## src/rtl/adc_seq_pkg.sv

```systemverilog
// Package: shared types, command encodings and code validity helpers for
// the ADC bring-up sequencer. Assumes 3-bit gain, mux and rate codes.
package adc_seq_pkg;

    typedef enum logic [1:0] {
        OP_CMD   = 2'd0,
        OP_RREG  = 2'd1,
        OP_WREG  = 2'd2,
        OP_FRAME = 2'd3
    } cmd_op_e;

    typedef enum logic [3:0] {
        S_IDLE, S_RST, S_RST_W, S_SDATAC, S_RREG, S_WREG, S_OCAL,
        S_CSTART, S_CWAIT, S_CSTOP, S_VSTART, S_VWAIT, S_VREAD, S_VSTOP
    } seq_state_e;

    localparam logic [7:0] OPC_RESET = 8'h06;
    localparam logic [7:0] OPC_START = 8'h08;
    localparam logic [7:0] OPC_STOP  = 8'h0A;
    localparam logic [7:0] OPC_OCAL  = 8'h1A;
    localparam logic [7:0] OPC_NOCNT = 8'h11;
    localparam logic [7:0] OPC_FRAME = 8'h12;
    localparam logic [7:0] OPC_RREG  = 8'h20;
    localparam logic [7:0] OPC_WREG  = 8'h40;
    localparam logic [2:0] RATE_MAX  = 3'd6;

    function automatic logic gain_code_ok(input logic [2:0] g);
        return g inside {3'd1, 3'd2, 3'd4, 3'd5, 3'd6};
    endfunction

    function automatic logic mux_code_ok(input logic [2:0] m);
        return m inside {3'd0, 3'd1, 3'd3, 3'd4};
    endfunction

endpackage

```

## src/rtl/adc_cfg_check.sv

```systemverilog
// Configuration checker: flags any illegal gain, mux or rate code, and
// computes the frame length for the latched rate. Purely combinational.
// Assumes codes 0 and 1 are the two fast rates that use 2-byte samples.
module adc_cfg_check
    import adc_seq_pkg::*;
#(
    parameter int NCH  = 8,
    parameter int LENW = 5
) (
    input  logic [3*NCH-1:0] ch_gain,
    input  logic [3*NCH-1:0] ch_mux,
    input  logic [2:0]       rate_code,
    input  logic [2:0]       rate_sel,
    output logic             cfg_ok,
    output logic [LENW-1:0]  frame_len
);
    localparam logic [LENW-1:0] LEN_SHORT = LENW'(3 + 2 * NCH);
    localparam logic [LENW-1:0] LEN_LONG  = LENW'(3 + 3 * NCH);

    logic [NCH-1:0] ch_ok;

    // Per-channel legality of the gain and mux codes
    for (genvar g = 0; g < NCH; g++) begin : g_chk
        assign ch_ok[g] = gain_code_ok(ch_gain[3*g +: 3]) && mux_code_ok(ch_mux[3*g +: 3]);
    end

    // Whole configuration is usable only if every channel and the rate are legal
    assign cfg_ok = (&ch_ok) && (rate_code <= RATE_MAX);

    // Sample width follows the latched rate
    assign frame_len = (rate_sel <= 3'd1) ? LEN_SHORT : LEN_LONG;

endmodule

```

## src/rtl/adc_wait_timer.sv

```systemverilog
// Shared wait timer: after start it counts count units and pulses done for
// one cycle. A unit is one clock, or one tick of TICK_CYC clocks when
// use_tick is set. A new start restarts it. Assumes count is at least 1.
module adc_wait_timer #(
    parameter int CW       = 8,
    parameter int TICK_CYC = 125000
) (
    input  logic          clk,
    input  logic          rst_n,
    input  logic          start,
    input  logic          use_tick,
    input  logic [CW-1:0] count,
    output logic          done
);
    localparam int PW = $clog2(TICK_CYC + 1);
    localparam logic [PW-1:0] PRE_LAST = PW'(TICK_CYC - 1);

    logic          busy;
    logic          tick_mode;
    logic [CW-1:0] cnt;
    logic [PW-1:0] pre;
    logic          step;

    assign step = !tick_mode || (pre == PRE_LAST);

    // Prescaler and unit down-counter
    always_ff @(posedge clk) begin
        if (!rst_n) begin
            busy      <= 1'b0;
            tick_mode <= 1'b0;
            cnt       <= '0;
            pre       <= '0;
            done      <= 1'b0;
        end else begin
            done <= 1'b0;
            if (start) begin
                busy      <= 1'b1;
                tick_mode <= use_tick;
                cnt       <= count;
                pre       <= '0;
            end else if (busy) begin
                pre <= (pre == PRE_LAST) ? '0 : pre + 1'b1;
                if (step) begin
                    if (cnt <= 1) begin
                        busy <= 1'b0;
                        done <= 1'b1;
                    end else begin
                        cnt <= cnt - 1'b1;
                    end
                end
            end
        end
    end

    AST_TIMER_NONZERO: assert property (@(posedge clk) disable iff (!rst_n)
        start |-> (count != '0));

    AST_DONE_AFTER_BUSY: assert property (@(posedge clk) disable iff (!rst_n)
        done |-> $past(busy));

endmodule

```

## src/rtl/adc_bringup_seq.sv

```systemverilog
// ADC bring-up and conversion sequencer. It drives a command engine through
// reset, continuous-read exit, read-modify-write of rate, reference and
// channel registers, offset calibration and a start-wait-stop pass. After
// that it runs single conversions gated by data-ready with a timeout.
// Assumes configuration inputs stay stable from init_req until init_done,
// the engine raises cmd_done once per cmd_req, and NCH is at most 26.
module adc_bringup_seq
    import adc_seq_pkg::*;
#(
    parameter int NCH       = 8,
    parameter int RST_CYC   = 36,
    parameter int TICK_CYC  = 125000,
    parameter int CAL_TICKS = 153,
    parameter int TMO_TICKS = 6,
    localparam int LENW     = $clog2(3 + 3 * NCH + 1)
) (
    input  logic             clk,
    input  logic             rst_n,
    input  logic             init_req,
    input  logic             conv_req,
    input  logic [NCH-1:0]   ch_en,
    input  logic [3*NCH-1:0] ch_gain,
    input  logic [3*NCH-1:0] ch_mux,
    input  logic [2:0]       rate_code,
    input  logic             ref_ext,
    input  logic             ref_4v,
    input  logic             drdy_n,
    output logic             cmd_req,
    output logic [1:0]       cmd_op,
    output logic [7:0]       cmd_code,
    output logic [7:0]       cmd_wdata,
    output logic [LENW-1:0]  cmd_len,
    input  logic             cmd_done,
    input  logic [7:0]       cmd_rdata,
    output logic             init_done,
    output logic             conv_done,
    output logic             err,
    output logic [LENW-1:0]  frame_len
);
    localparam int IW   = $clog2(NCH + 2);
    localparam int LAST = NCH + 1;
    localparam int MAXC = (RST_CYC > CAL_TICKS) ?
                          ((RST_CYC > TMO_TICKS) ? RST_CYC : TMO_TICKS) :
                          ((CAL_TICKS > TMO_TICKS) ? CAL_TICKS : TMO_TICKS);
    localparam int CW   = $clog2(MAXC + 1);

    seq_state_e    state;
    logic [IW-1:0] idx;
    logic [IW-1:0] ch_sel;
    logic [7:0]    rd_q;
    logic [2:0]    rate_r;
    logic          pending, init_ok, err_q, conv_done_q;
    logic [2:0]    drdy_s;
    logic          fall;
    logic          is_cmd, cmd_fire, cfg_ok;
    logic          tmr_start, tmr_tick, tmr_done;
    logic [CW-1:0] tmr_count;
    logic [4:0]    reg_addr;
    cmd_op_e       op;
    logic [2:0]    sel_gain, sel_mux;

    adc_cfg_check #(.NCH(NCH), .LENW(LENW)) u_cfg (
        .ch_gain(ch_gain), .ch_mux(ch_mux), .rate_code(rate_code),
        .rate_sel(rate_r), .cfg_ok(cfg_ok), .frame_len(frame_len)
    );

    adc_wait_timer #(.CW(CW), .TICK_CYC(TICK_CYC)) u_tmr (
        .clk(clk), .rst_n(rst_n), .start(tmr_start), .use_tick(tmr_tick),
        .count(tmr_count), .done(tmr_done)
    );

    // Register address and channel selection for the read-modify-write walk
    assign ch_sel   = (idx >= IW'(2)) ? idx - IW'(2) : '0;
    assign reg_addr = (idx == '0) ? 5'd1 : (idx == IW'(1)) ? 5'd3 : 5'(idx) + 5'd3;
    assign sel_gain = ch_gain[3*ch_sel +: 3];
    assign sel_mux  = ch_mux[3*ch_sel +: 3];

    // Command kind, opcode byte and write data for the current state
    always_comb begin
        is_cmd    = 1'b1;
        op        = OP_CMD;
        cmd_code  = 8'h00;
        cmd_wdata = 8'h00;
        case (state)
            S_RST:    cmd_code = OPC_RESET;
            S_SDATAC: cmd_code = OPC_NOCNT;
            S_OCAL:   cmd_code = OPC_OCAL;
            S_CSTART, S_VSTART: cmd_code = OPC_START;
            S_CSTOP,  S_VSTOP:  cmd_code = OPC_STOP;
            S_RREG: begin
                op       = OP_RREG;
                cmd_code = OPC_RREG | {3'b000, reg_addr};
            end
            S_WREG: begin
                op       = OP_WREG;
                cmd_code = OPC_WREG | {3'b000, reg_addr};
                if (idx == '0)
                    cmd_wdata = {rd_q[7:3], rate_r};
                else if (idx == IW'(1))
                    cmd_wdata = ref_ext ? {1'b0, rd_q[6:0]} : {1'b1, rd_q[6], ref_4v, rd_q[4:0]};
                else
                    cmd_wdata = {rd_q[7] | ~ch_en[ch_sel], sel_gain, rd_q[3], sel_mux};
            end
            S_VREAD: begin
                op       = OP_FRAME;
                cmd_code = OPC_FRAME;
            end
            default: is_cmd = 1'b0;
        endcase
    end

    assign cmd_op    = op;
    assign cmd_len   = frame_len;
    assign cmd_req   = is_cmd && !pending;
    assign cmd_fire  = is_cmd && pending && cmd_done;
    assign init_done = init_ok;
    assign conv_done = conv_done_q;
    assign err       = err_q;
    assign fall      = drdy_s[2] & ~drdy_s[1];

    // Timer launch on completion of reset and of each start command
    always_comb begin
        tmr_start = cmd_fire && (state inside {S_RST, S_CSTART, S_VSTART});
        tmr_tick  = (state != S_RST);
        case (state)
            S_RST:    tmr_count = CW'(RST_CYC);
            S_CSTART: tmr_count = CW'(CAL_TICKS);
            default:  tmr_count = CW'(TMO_TICKS);
        endcase
    end

    // Outstanding-request flag: set on request, cleared on completion
    always_ff @(posedge clk) begin
        if (!rst_n)        pending <= 1'b0;
        else if (cmd_fire) pending <= 1'b0;
        else if (cmd_req)  pending <= 1'b1;
    end

    // Data-ready synchroniser and edge history
    always_ff @(posedge clk) begin
        if (!rst_n) drdy_s <= 3'b111;
        else        drdy_s <= {drdy_s[1:0], drdy_n};
    end

    // Sequencer state machine
    always_ff @(posedge clk) begin
        if (!rst_n) begin
            state       <= S_IDLE;
            idx         <= '0;
            rd_q        <= '0;
            rate_r      <= RATE_MAX;
            init_ok     <= 1'b0;
            err_q       <= 1'b0;
            conv_done_q <= 1'b0;
        end else begin
            conv_done_q <= 1'b0;
            case (state)
                S_IDLE: begin
                    if (init_req) begin
                        err_q   <= !cfg_ok;
                        init_ok <= 1'b0;
                        if (cfg_ok) begin
                            rate_r <= rate_code;
                            state  <= S_RST;
                        end
                    end else if (conv_req && init_ok) begin
                        err_q <= 1'b0;
                        state <= S_VSTART;
                    end
                end
                S_RST:    if (cmd_fire) state <= S_RST_W;
                S_RST_W:  if (tmr_done) state <= S_SDATAC;
                S_SDATAC: if (cmd_fire) begin
                    idx   <= '0;
                    state <= S_RREG;
                end
                S_RREG:   if (cmd_fire) begin
                    rd_q  <= cmd_rdata;
                    state <= S_WREG;
                end
                S_WREG:   if (cmd_fire) begin
                    if (idx == IW'(LAST)) begin
                        state <= S_OCAL;
                    end else begin
                        idx   <= idx + 1'b1;
                        state <= S_RREG;
                    end
                end
                S_OCAL:   if (cmd_fire) state <= S_CSTART;
                S_CSTART: if (cmd_fire) state <= S_CWAIT;
                S_CWAIT:  if (tmr_done) state <= S_CSTOP;
                S_CSTOP:  if (cmd_fire) begin
                    init_ok <= 1'b1;
                    state   <= S_IDLE;
                end
                S_VSTART: if (cmd_fire) state <= S_VWAIT;
                S_VWAIT: begin
                    if (fall) begin
                        state <= S_VREAD;
                    end else if (tmr_done) begin
                        err_q <= 1'b1;
                        state <= S_IDLE;
                    end
                end
                S_VREAD:  if (cmd_fire) state <= S_VSTOP;
                S_VSTOP:  if (cmd_fire) begin
                    conv_done_q <= 1'b1;
                    state       <= S_IDLE;
                end
                default:  state <= S_IDLE;
            endcase
        end
    end

    AST_BAD_CFG_BLOCKS: assert property (@(posedge clk) disable iff (!rst_n)
        (state == S_IDLE && init_req && !cfg_ok) |=> (err && !cmd_req && !init_done));

    AST_CONV_GATED: assert property (@(posedge clk) disable iff (!rst_n)
        (state == S_IDLE && conv_req && !init_req && !init_done) |=> !cmd_req);

    AST_PWD_UNUSED: assert property (@(posedge clk) disable iff (!rst_n)
        (cmd_req && state == S_WREG && idx >= IW'(2) && !ch_en[ch_sel]) |-> cmd_wdata[7]);

    AST_FRAME_LEN_FORM: assert property (@(posedge clk) disable iff (!rst_n)
        (frame_len == LENW'(3 + 2 * NCH)) || (frame_len == LENW'(3 + 3 * NCH)));

    AST_TIMEOUT_ERR: assert property (@(posedge clk) disable iff (!rst_n)
        (state == S_VWAIT && tmr_done && !fall) |=> (err && state == S_IDLE));

    AST_DONE_PULSE: assert property (@(posedge clk) disable iff (!rst_n)
        conv_done |=> !conv_done);

endmodule

```

## config.mk

```make
export PLATFORM = sky130hd
export DESIGN_NAME = adc_bringup_seq
export DESIGN_NICKNAME = d
export VERILOG_FILES = /design/src/rtl/adc_seq_pkg.sv /design/src/rtl/adc_cfg_check.sv /design/src/rtl/adc_wait_timer.sv /design/src/rtl/adc_bringup_seq.sv
export SDC_FILE = /design/constraint.sdc
export NUM_CORES = 1
export LEC_CHECK = 0
export BUFFER_PORTS_ARGS = -buffer_cell sky130_fd_sc_hd__clkbuf_2
export CAP_MARGIN = 20
export CORE_ASPECT_RATIO = 1.4
export CORE_MARGIN = 4
export CORE_UTILIZATION = 35
export DETAILED_ROUTE_END_ITERATION = 16
export PLACE_DENSITY_LB_ADDON = 0.15
export SLEW_MARGIN = 40
export SYNTH_ARGS = -nofsm -noshare
export SYNTH_HDL_FRONTEND = slang
export SYNTH_SLANG_ARGS = --single-unit
```

## constraint.sdc

```tcl
create_clock -name clk -period 2.4 [get_ports clk]
set_input_delay 0.36 -clock clk [delete_from_list [all_inputs] [get_ports clk]]
set_output_delay 0.36 -clock clk [all_outputs]
set_load 0.02 [all_outputs]
```

==> results of run 1 <==
[metal layers]
layer  share of wire  vias up  GRT usage
li1                -     2059          -
met2            0.49      168      0.338
met5               0        -          0
met4           0.046        0      0.103
met1            0.40     1900      0.206
met3           0.057       39     0.0364
[flip-flops by register name, indices dropped and copies added (netlist names), 3 cells and up]
name,flops
drdy_s,3
idx,4
rate_r,3
rd_q,8
state,4
u_tmr.cnt,8
u_tmr.pre,17
[through the flow]
stage | worst slack, ps | TNS (ps) | std cells | power (mW)
after detailed placement | -22.8 | -22.8 | 756 | 2.19
after global routing | -203 | -996 | 771 | 3.16
after CTS | -133 | -639 | 769 | 2.98
final | -114 | -345 | 771 | 2.99
after floorplan | 21.7 | 0 | 519 | 1.78
after global placement | -7.91 | -7.91 | 756 | 2.18
[layout make-up]
type	count	share of cell area
Clock buffer	5	0.0238
Clock inverter	3	0.00548
Inverter	10	0.00715
Multi-Input combinational cell	418	0.548
Sequential cell	54	0.207
Tap cell	141	0.0336
Timing Repair Buffer	140	0.175
[how the worst max path moves through the flow]
stage | from | end | slack, ps | depth (start not counted)
after global routing | idx[1]$_SDFFE_PN0P_ | cmd_wdata[5] | -200 | 9
after global placement | idx[1]$_SDFFE_PN0P_ | cmd_wdata[7] | -8 | 7
after floorplan | idx[1]$_SDFFE_PN0P_ | cmd_wdata[0] | 20 | 9
after detailed placement | idx[1]$_SDFFE_PN0P_ | cmd_wdata[7] | -20 | 7
after CTS | idx[0]$_SDFFE_PN0P_ | cmd_wdata[1] | -130 | 11
final | idx[0]$_SDFFE_PN0P_ | cmd_wdata[5] | -110 | 7
[worst max-delay path, stage by stage (launching register included)]
cell and delay (ps):
sky130_fd_sc_hd__dfxtp_2 340, sky130_fd_sc_hd__buf_4 120, sky130_fd_sc_hd__buf_4 290, sky130_fd_sc_hd__mux4_2 540, sky130_fd_sc_hd__and2_0 150, sky130_fd_sc_hd__o21ai_1 160, sky130_fd_sc_hd__a21oi_2 70, sky130_fd_sc_hd__clkbuf_8 160
[kinds of logic after synthesis]
kind of cell | synth area share
mux | 0.0968
xor+xnor | 0.0518
other cells | 0.00193
flops | 0.278
simple gates | 0.279
compound gates | 0.200
buf+inv | 0.0573
fa+ha+maj | 0.0354
[layout by cell type, fill, tap and decap left out, types with 4 or more instances in the layout]
cell type	Yosys	layout
sky130_fd_sc_hd__nor2b_1	7	7
sky130_fd_sc_hd__nor3_1	17	15
sky130_fd_sc_hd__nand2b_1	12	11
sky130_fd_sc_hd__ha_1	11	6
sky130_fd_sc_hd__clkbuf_2	0	87
sky130_fd_sc_hd__inv_1	10	8
sky130_fd_sc_hd__o21a_1	4	4
sky130_fd_sc_hd__a211oi_2	3	4
sky130_fd_sc_hd__nor2_1	61	58
sky130_fd_sc_hd__clkbuf_16	0	5
sky130_fd_sc_hd__o21ai_0	23	13
sky130_fd_sc_hd__buf_4	10	34
sky130_fd_sc_hd__clkbuf_8	0	7
sky130_fd_sc_hd__or2_2	4	4
sky130_fd_sc_hd__conb_1	2	9
sky130_fd_sc_hd__dfxtp_1	54	51
sky130_fd_sc_hd__nand4_1	5	5
sky130_fd_sc_hd__and3_1	5	5
sky130_fd_sc_hd__ha_4	0	4
sky130_fd_sc_hd__nand3_1	18	18
sky130_fd_sc_hd__nor2_4	0	4
sky130_fd_sc_hd__mux2i_1	32	31
sky130_fd_sc_hd__or3_1	5	5
sky130_fd_sc_hd__xor2_1	13	13
sky130_fd_sc_hd__xnor2_1	10	10
sky130_fd_sc_hd__a31oi_1	10	10
sky130_fd_sc_hd__a21oi_1	34	33
sky130_fd_sc_hd__nor4_1	6	4
sky130_fd_sc_hd__buf_6	0	7
sky130_fd_sc_hd__o21ai_1	0	7
sky130_fd_sc_hd__nand2_1	62	60
[timing repair]
action                     in CTS  in global routing
setup endpoints to repair      11                 12
cloned                          1                  0
setup buffers                   4                  2
pin swaps                       8                 11
gates resized for setup        47                 29
[power groups by stage]
| stage | combinational [mW] | sequential (mW) | clock [mW] |
|---|---|---|---|
| 6_report | 1.20 | 1.02 | 0.768 |
| 5_1_grt | 1.31 | 1.03 | 0.820 |
| 4_1_cts | 1.17 | 1.02 | 0.796 |
| 3_5_place_dp | 1.15 | 1.04 | 0 |
| 3_3_place_gp | 1.14 | 1.04 | 0 |
| 2_1_floorplan | 0.776 | 1.01 | 0 |
==> Implementation_results.wiki, run 1 <==
{| class="wikitable"
! Metric !! Value
|-
| CTS tree || built
|-
| Summed instance area of the synthesized netlist || 0.00389 mm²
|-
| Max clock buf depth || 2
|-
| Number of global-route vias before repair || 4232
|-
| Vertical extent of the die || 133 µm
|-
| Run status || finished with violations
|-
| Post-Route Hold Slack || 238 ps
|-
| Final setup vio count || 5
|-
| Combinational Power Share || 0.401
|-
| Number of buffers inserted during clock tree synthesis || 5
|-
| Min-Delay Path Depth || 2
|-
| Critical path launch point type || flip-flop
|-
| Number of violations of the max-capacitance limit || 0
|-
| DR iter-0 viols || 212
|-
| CP Max Fanout || 19
|-
| Type of the worst setup path || reg2out
|-
| Mapped Avg Cell Area || 7.60 µm²
|-
| Width of the die || 97.1 µm
|-
| Peak supply drop || 0.265 mV
|-
| Main flop type after synthesis || sky130_fd_sc_hd__dfxtp_1
|-
| Synthesis-to-layout area growth || 35.1%
|-
| Top achievable clock speed || 0.398 GHz
|-
| Share of the core filled with cells in the final layout || 0.483
|-
| Post-synth top area share || 0.278
|-
| Final-report max-slew violation count || 0
|-
| Most frequent cell after synthesis || sky130_fd_sc_hd__nand2_1
|-
| Reg-to-Reg Start || state[1]$_SDFFE_PN0P_
|-
| Total detailed-routing wirelength || 12400 µm
|-
| Synth top cells by count || sky130_fd_sc_hd__nand2_1 (62), sky130_fd_sc_hd__nor2_1 (61), sky130_fd_sc_hd__dfxtp_1 (54)
|-
| Core area || 0.0109 mm²
|-
| Die area || 0.0129 mm²
|-
| Count of fill cells added during filler insertion || 1085
|-
| Sequential group share of total power || 0.342
|-
| Worst reg2reg setup slack || 220 ps
|-
| Clock Pin Slew Worst Setup and Hold Paths || 80 ps
|-
| Top cell type by total area after synthesis || sky130_fd_sc_hd__dfxtp_1
|-
| Design internal power || 1.86 mW
|-
| Area occupied by registers || 0.00109 mm²
|-
| Relative slew margins || 0.609
|-
| Asr flop ratio synth || 0
|-
| Switching power of the nets || 1.13 mW
|-
| Root buf cell || sky130_fd_sc_hd__clkbuf_16
|-
| Mean routed wirelength per cell || 16.1 µm
|-
| Number of iterations in the first detailed-routing pass || 5
|-
| Source-to-sink clock delay at the later pin of the worst-skew pair || 300 ps
|-
| Transition at the pin with the smallest max-transition slack || 581 ps
|-
| Number of enable flip-flop cells after synthesis || 0
|-
| Warning count from the yosys run || 0
|-
| Synthesized instance count || 512
|-
| RR Endpoint || state[2]$_SDFFE_PN0P_
|-
| Post-route DRC || 0
|-
| Flops & latches, synth || 54
|-
| Num ports || 107
|-
| First-pass GRT wire length || 20000 µm
|-
| Standard-cell rows || 45
|-
| Element type at the critical path end || output port
|-
| Setup repair after global routing missed its margin || yes
|-
| Antenna diode instance count || 0
|-
| Violations in the final reports || setup timing
|-
| Final Hold Vio Count || 0
|-
| Clock period minus worst slack || 2510 ps
|-
| Share of the yosys chip area belonging to registers || 0.278
|-
| Final standard cell area without fillers || 0.00525 mm²
|-
| Detail Route Antenna Nets || 0
|-
| Total congestion overflow || 0
|-
| H-tree lvl count || 2
|-
| Hold Crit Class || in2reg
|-
| Area of the multi-input gates || 0.00288 mm²
|-
| Power density relative to cell area || 568 mW/mm²
|-
| Final clock period utilization by the worst path || 1.05
|-
| Distinct cell type count of the synthesized netlist || 62
|-
| Number of sinks on the clock net || 54
|-
| Hold_buf cts || 0
|-
| Vias after detailed routing || 4166
|-
| Maximum number of pins on one net before global-route repair || 27
|-
| Beginning of the worst hold path || drdy_n
|-
| Share of final-layout standard cells stronger than drive strength 1 || 0.335
|-
| Worst Setup Slack, final || -114 ps
|-
| Critical path arrival || 2150 ps
|-
| Data required time at the worst endpoint || 2040 ps
|-
| Cell area after placement || 0.00475 mm²
|-
| Post-layout net count || 715
|-
| Static leakage || 2.20 nW
|-
| Overall Global Routing Usage || 0.188
|-
| Net switching fraction of the power || 0.377
|-
| Hold EP || drdy_s[0]$_SDFF_PN1_
|-
| GP Congestion || 0.934
|-
| Number of cells on the worst reg-to-reg path || 6
|-
| Post-detailed-placement half-perimeter wirelength || 9810 µm
|-
| Via count normalized by instance count || 5.40
|-
| Starting utilization of the core area || 0.358
|-
| Maximum clock skew at final layout || 5.66 ps
|-
| Power share of the clock group || 0.257
|-
| Number of buffers added on ports || 97
|-
| Leading post-synthesis cells by cell area || sky130_fd_sc_hd__dfxtp_1 (28%), sky130_fd_sc_hd__mux2i_1 (8.2%), sky130_fd_sc_hd__nand2_1 (6.0%)
|-
| Number of antenna violations at the first check in global routing || 0
|}
No activity file was read; power rests on OpenSTA's default activity.
==> inputs of run 2 (changes only) <==
==> constraint.sdc (replaced) <==
create_clock -name clk -period 2.4 [get_ports clk]
set_input_delay 0.36 -clock clk [delete_from_list [all_inputs] [get_ports clk]]
set_output_delay 0.36 -clock clk [all_outputs]
set_load 0.01 [all_outputs]
==> Implementation_results.wiki, run 2 (synthesized netlist as in run 1, its figures left out) <==
{| class="wikitable"
! Metric !! Value
|-
| Run status || finished with violations (unchanged)
|-
| Violations in the final reports || setup timing (unchanged)
|-
| Hold EP || drdy_s[0]$_SDFF_PN1_ (unchanged)
|-
| Number of iterations in the first detailed-routing pass || 4 (was 5)
|-
| Detail Route Antenna Nets || 0 (unchanged)
|-
| Max reg flops || 17 (unchanged)
|-
| Number of violations of the max-capacitance limit || 0 (unchanged)
|-
| Worst setup slack after placement || -63.7 ps (was -22.8 ps)
|-
| Overall Global Routing Usage || 0.190 (was 0.188)
|-
| Relative slew margins || 0.475 (was 0.609)
|-
| Post-Route Hold Slack || 245 ps (was 238 ps)
|-
| Source-to-sink clock delay at the later pin of the worst-skew pair || 300 ps (about the same)
|-
| Tot Pwr || 2.83 mW (was 2.99 mW)
|-
| Reg-to-Reg Start || idx[1]$_SDFFE_PN0P_ (was state[1]$_SDFFE_PN0P_)
|-
| Critical path arrival || 2170 ps (was 2150 ps)
|-
| GP Congestion || 0.941 (was 0.934)
|-
| Number of buffers inserted during clock tree synthesis || 5 (unchanged)
|-
| Die area || 0.0129 mm² (unchanged)
|-
| Core area || 0.0109 mm² (unchanged)
|-
| H-tree lvl count || 2 (unchanged)
|-
| Root buf cell || sky130_fd_sc_hd__clkbuf_16 (unchanged)
|-
| First-pass GRT wire length || 20300 µm (was 20000 µm)
|-
| Element type at the critical path end || output port (unchanged)
|-
| Power density relative to cell area || 546 mW/mm² (was 568 mW/mm²)
|-
| Transition at the pin with the smallest max-transition slack || 787 ps (was 581 ps)
|-
| Total congestion overflow || 0 (unchanged)
|-
| Hold Crit Class || in2reg (unchanged)
|-
| Mean routed wirelength per cell || 16.2 µm (was 16.1 µm)
|-
| Worst Setup Slack, final || -134 ps (was -114 ps)
|-
| RR Endpoint || idx[3]$_SDFFE_PN0P_ (was state[2]$_SDFFE_PN0P_)
|-
| Number of global-route vias before repair || 4341 (was 4232)
|-
| Critical path launch point type || flip-flop (unchanged)
|-
| Commonest cells after routing, fill and taps aside || sky130_fd_sc_hd__clkbuf_2 (89), sky130_fd_sc_hd__nor2_1 (59), sky130_fd_sc_hd__nand2_1 (57) (was sky130_fd_sc_hd__clkbuf_2 (87), sky130_fd_sc_hd__nand2_1 (60), sky130_fd_sc_hd__nor2_1 (58))
|-
| Count of fill cells added during filler insertion || 1091 (was 1085)
|-
| Post-route DRC || 0 (unchanged)
|-
| Clock period minus worst slack || 2530 ps (was 2510 ps)
|-
| Setup repair after global routing missed its margin || yes (unchanged)
|-
| Number of standard cells in the layout, taps in and fillers out || 775 (was 771)
|-
| DR iter-0 viols || 124 (was 212)
|-
| Type of the worst setup path || reg2out (unchanged)
|-
| Vertical extent of the die || 133 µm (unchanged)
|-
| Post-layout net count || 719 (was 715)
|-
| Vias after detailed routing || 4221 (was 4166)
|-
| Total detailed-routing wirelength || 12600 µm (was 12400 µm)
|-
| CP Max Fanout || 8 (was 19)
|-
| Static leakage || 2.20 nW (about the same)
|-
| Post-Route Setup TNS || -588 ps (was -345 ps)
|-
| Maximum clock skew at final layout || 7.36 ps (was 5.66 ps)
|-
| CTS tree || built (unchanged)
|-
| Number of cells on the worst reg-to-reg path || 11 (was 6)
|-
| Synthesis-to-layout area growth || 33.1% (was 35.1%)
|-
| Num ports || 107 (unchanged)
|-
| Cell area after placement || 0.00471 mm² (was 0.00475 mm²)
|-
| Max clock buf depth || 2 (unchanged)
|-
| Starting utilization of the core area || 0.358 (unchanged)
|-
| Register containing the most flip-flops in the final layout || u_tmr.pre (unchanged)
|-
| Antenna diode instance count || 0 (unchanged)
|-
| Min-Delay Path Depth || 2 (unchanged)
|-
| Data required time at the worst endpoint || 2040 ps (about the same)
|-
| Final setup vio count || 6 (was 5)
|-
| Via count normalized by instance count || 5.45 (was 5.40)
|-
| Final clock period utilization by the worst path || 1.06 (was 1.05)
|-
| Maximum number of pins on one net before global-route repair || 24 (was 27)
|-
| Post-detailed-placement half-perimeter wirelength || 9770 µm (was 9810 µm)
|-
| Share of final-layout standard cells stronger than drive strength 1 || 0.345 (was 0.335)
|-
| Worst reg2reg setup slack || 230 ps (was 220 ps)
|-
| Number of antenna violations at the first check in global routing || 0 (unchanged)
|-
| Leading cell type in the layout, fill and taps excluded || sky130_fd_sc_hd__clkbuf_2 (unchanged)
|-
| Share of the core filled with cells in the final layout || 0.476 (was 0.483)
|-
| Final standard cell area without fillers || 0.00518 mm² (was 0.00525 mm²)
|-
| Standard-cell rows || 45 (unchanged)
|-
| Clock Pin Slew Worst Setup and Hold Paths || 70 ps (was 80 ps)
|-
| Hold_buf cts || 0 (unchanged)
|-
| Width of the die || 97.1 µm (unchanged)
|-
| Peak supply drop || 0.291 mV (was 0.265 mV)
|-
| Final Hold Vio Count || 0 (unchanged)
|-
| Largest registers in the final layout || u_tmr.pre (17), rd_q (8), u_tmr.cnt (8) (unchanged)
|-
| Placed Cells incl. Taps || 758 (was 756)
|-
| Beginning of the worst hold path || drdy_n (unchanged)
|-
| Number of sinks on the clock net || 54 (unchanged)
|-
| Top achievable clock speed || 0.395 GHz (was 0.398 GHz)
|-
| Final-report max-slew violation count || 0 (unchanged)
|-
| Number of buffers added on ports || 97 (unchanged)
|}
run 2: changes by cell type in the layout (fill, tap and decap cells not counted), moves of 2 or more:
cell,delta
sky130_fd_sc_hd__clkbuf_8,-7
sky130_fd_sc_hd__buf_2,+6
sky130_fd_sc_hd__buf_4,+3
sky130_fd_sc_hd__nand2_1,-3
sky130_fd_sc_hd__o22ai_1,+3
sky130_fd_sc_hd__buf_6,+2
sky130_fd_sc_hd__clkbuf_2,+2
sky130_fd_sc_hd__dfxtp_1,-2
sky130_fd_sc_hd__dfxtp_2,+2
sky130_fd_sc_hd__ha_1,+2
sky130_fd_sc_hd__ha_4,-2
sky130_fd_sc_hd__nand2_2,+2
sky130_fd_sc_hd__o22ai_2,-2
run 2: worst max path at each step:
stage / from / cells past startpoint / to / slack, ps
2_1_floorplan: idx[0]$_SDFFE_PN0P_ / 8 / cmd_wdata[7] / 6
3_3_place_gp: idx[1]$_SDFFE_PN0P_ / 8 / cmd_wdata[7] / -70
3_5_place_dp: idx[0]$_SDFFE_PN0P_ / 10 / cmd_wdata[7] / -60
4_1_cts: idx[0]$_SDFFE_PN0P_ / 11 / cmd_wdata[5] / -220
5_1_grt: idx[0]$_SDFFE_PN0P_ / 11 / cmd_wdata[5] / -240
6_report: idx[0]$_SDFFE_PN0P_ / 11 / cmd_wdata[7] / -130
run 2: report_power, final:
group	switching (mW)	total (mW)	leakage, nW	internal [mW]
registers	0.0936	1.05	0.439	0.953
logic	0.590	1.05	1.69	0.464
clock network	0.341	0.728	0.0698	0.387
run 2: repair_timing:
item / 4_1_cts / 5_1_grt
setup endpoints to repair: 10 / 12
resized for setup: 35 / 44
pin swaps: 14 / 22
setup buffers: 6 / 6
run 2: final cells by class:
class,instances,area (µm²),area share
Clock buffer,5,125,0.0242
Sequential cell,54,1090,0.211
Inverter,10,37.5,0.00725
Clock inverter,3,21.3,0.00411
Tap cell,141,176,0.0341
Multi-Input combinational cell,418,2840,0.549
Timing Repair Buffer,144,885,0.171
run 2: layer usage:
metal / GRT usage / share of wire
met1: 0.211 / 0.40
met2: 0.349 / 0.51
met3: 0.0290 / 0.049
met4: 0.0921 / 0.042
met5: 0 / 0
run 2: critical path, stage by stage, from the launching register on:
cell,delay (ps)
sky130_fd_sc_hd__dfxtp_2,340
sky130_fd_sc_hd__inv_2,50
sky130_fd_sc_hd__ha_4,170
sky130_fd_sc_hd__buf_6,120
sky130_fd_sc_hd__nor4_4,120
sky130_fd_sc_hd__buf_4,190
sky130_fd_sc_hd__nor2_4,50
sky130_fd_sc_hd__buf_6,130
sky130_fd_sc_hd__o311ai_2,80
sky130_fd_sc_hd__a211oi_2,90
sky130_fd_sc_hd__a2111oi_2,330
sky130_fd_sc_hd__buf_2,190
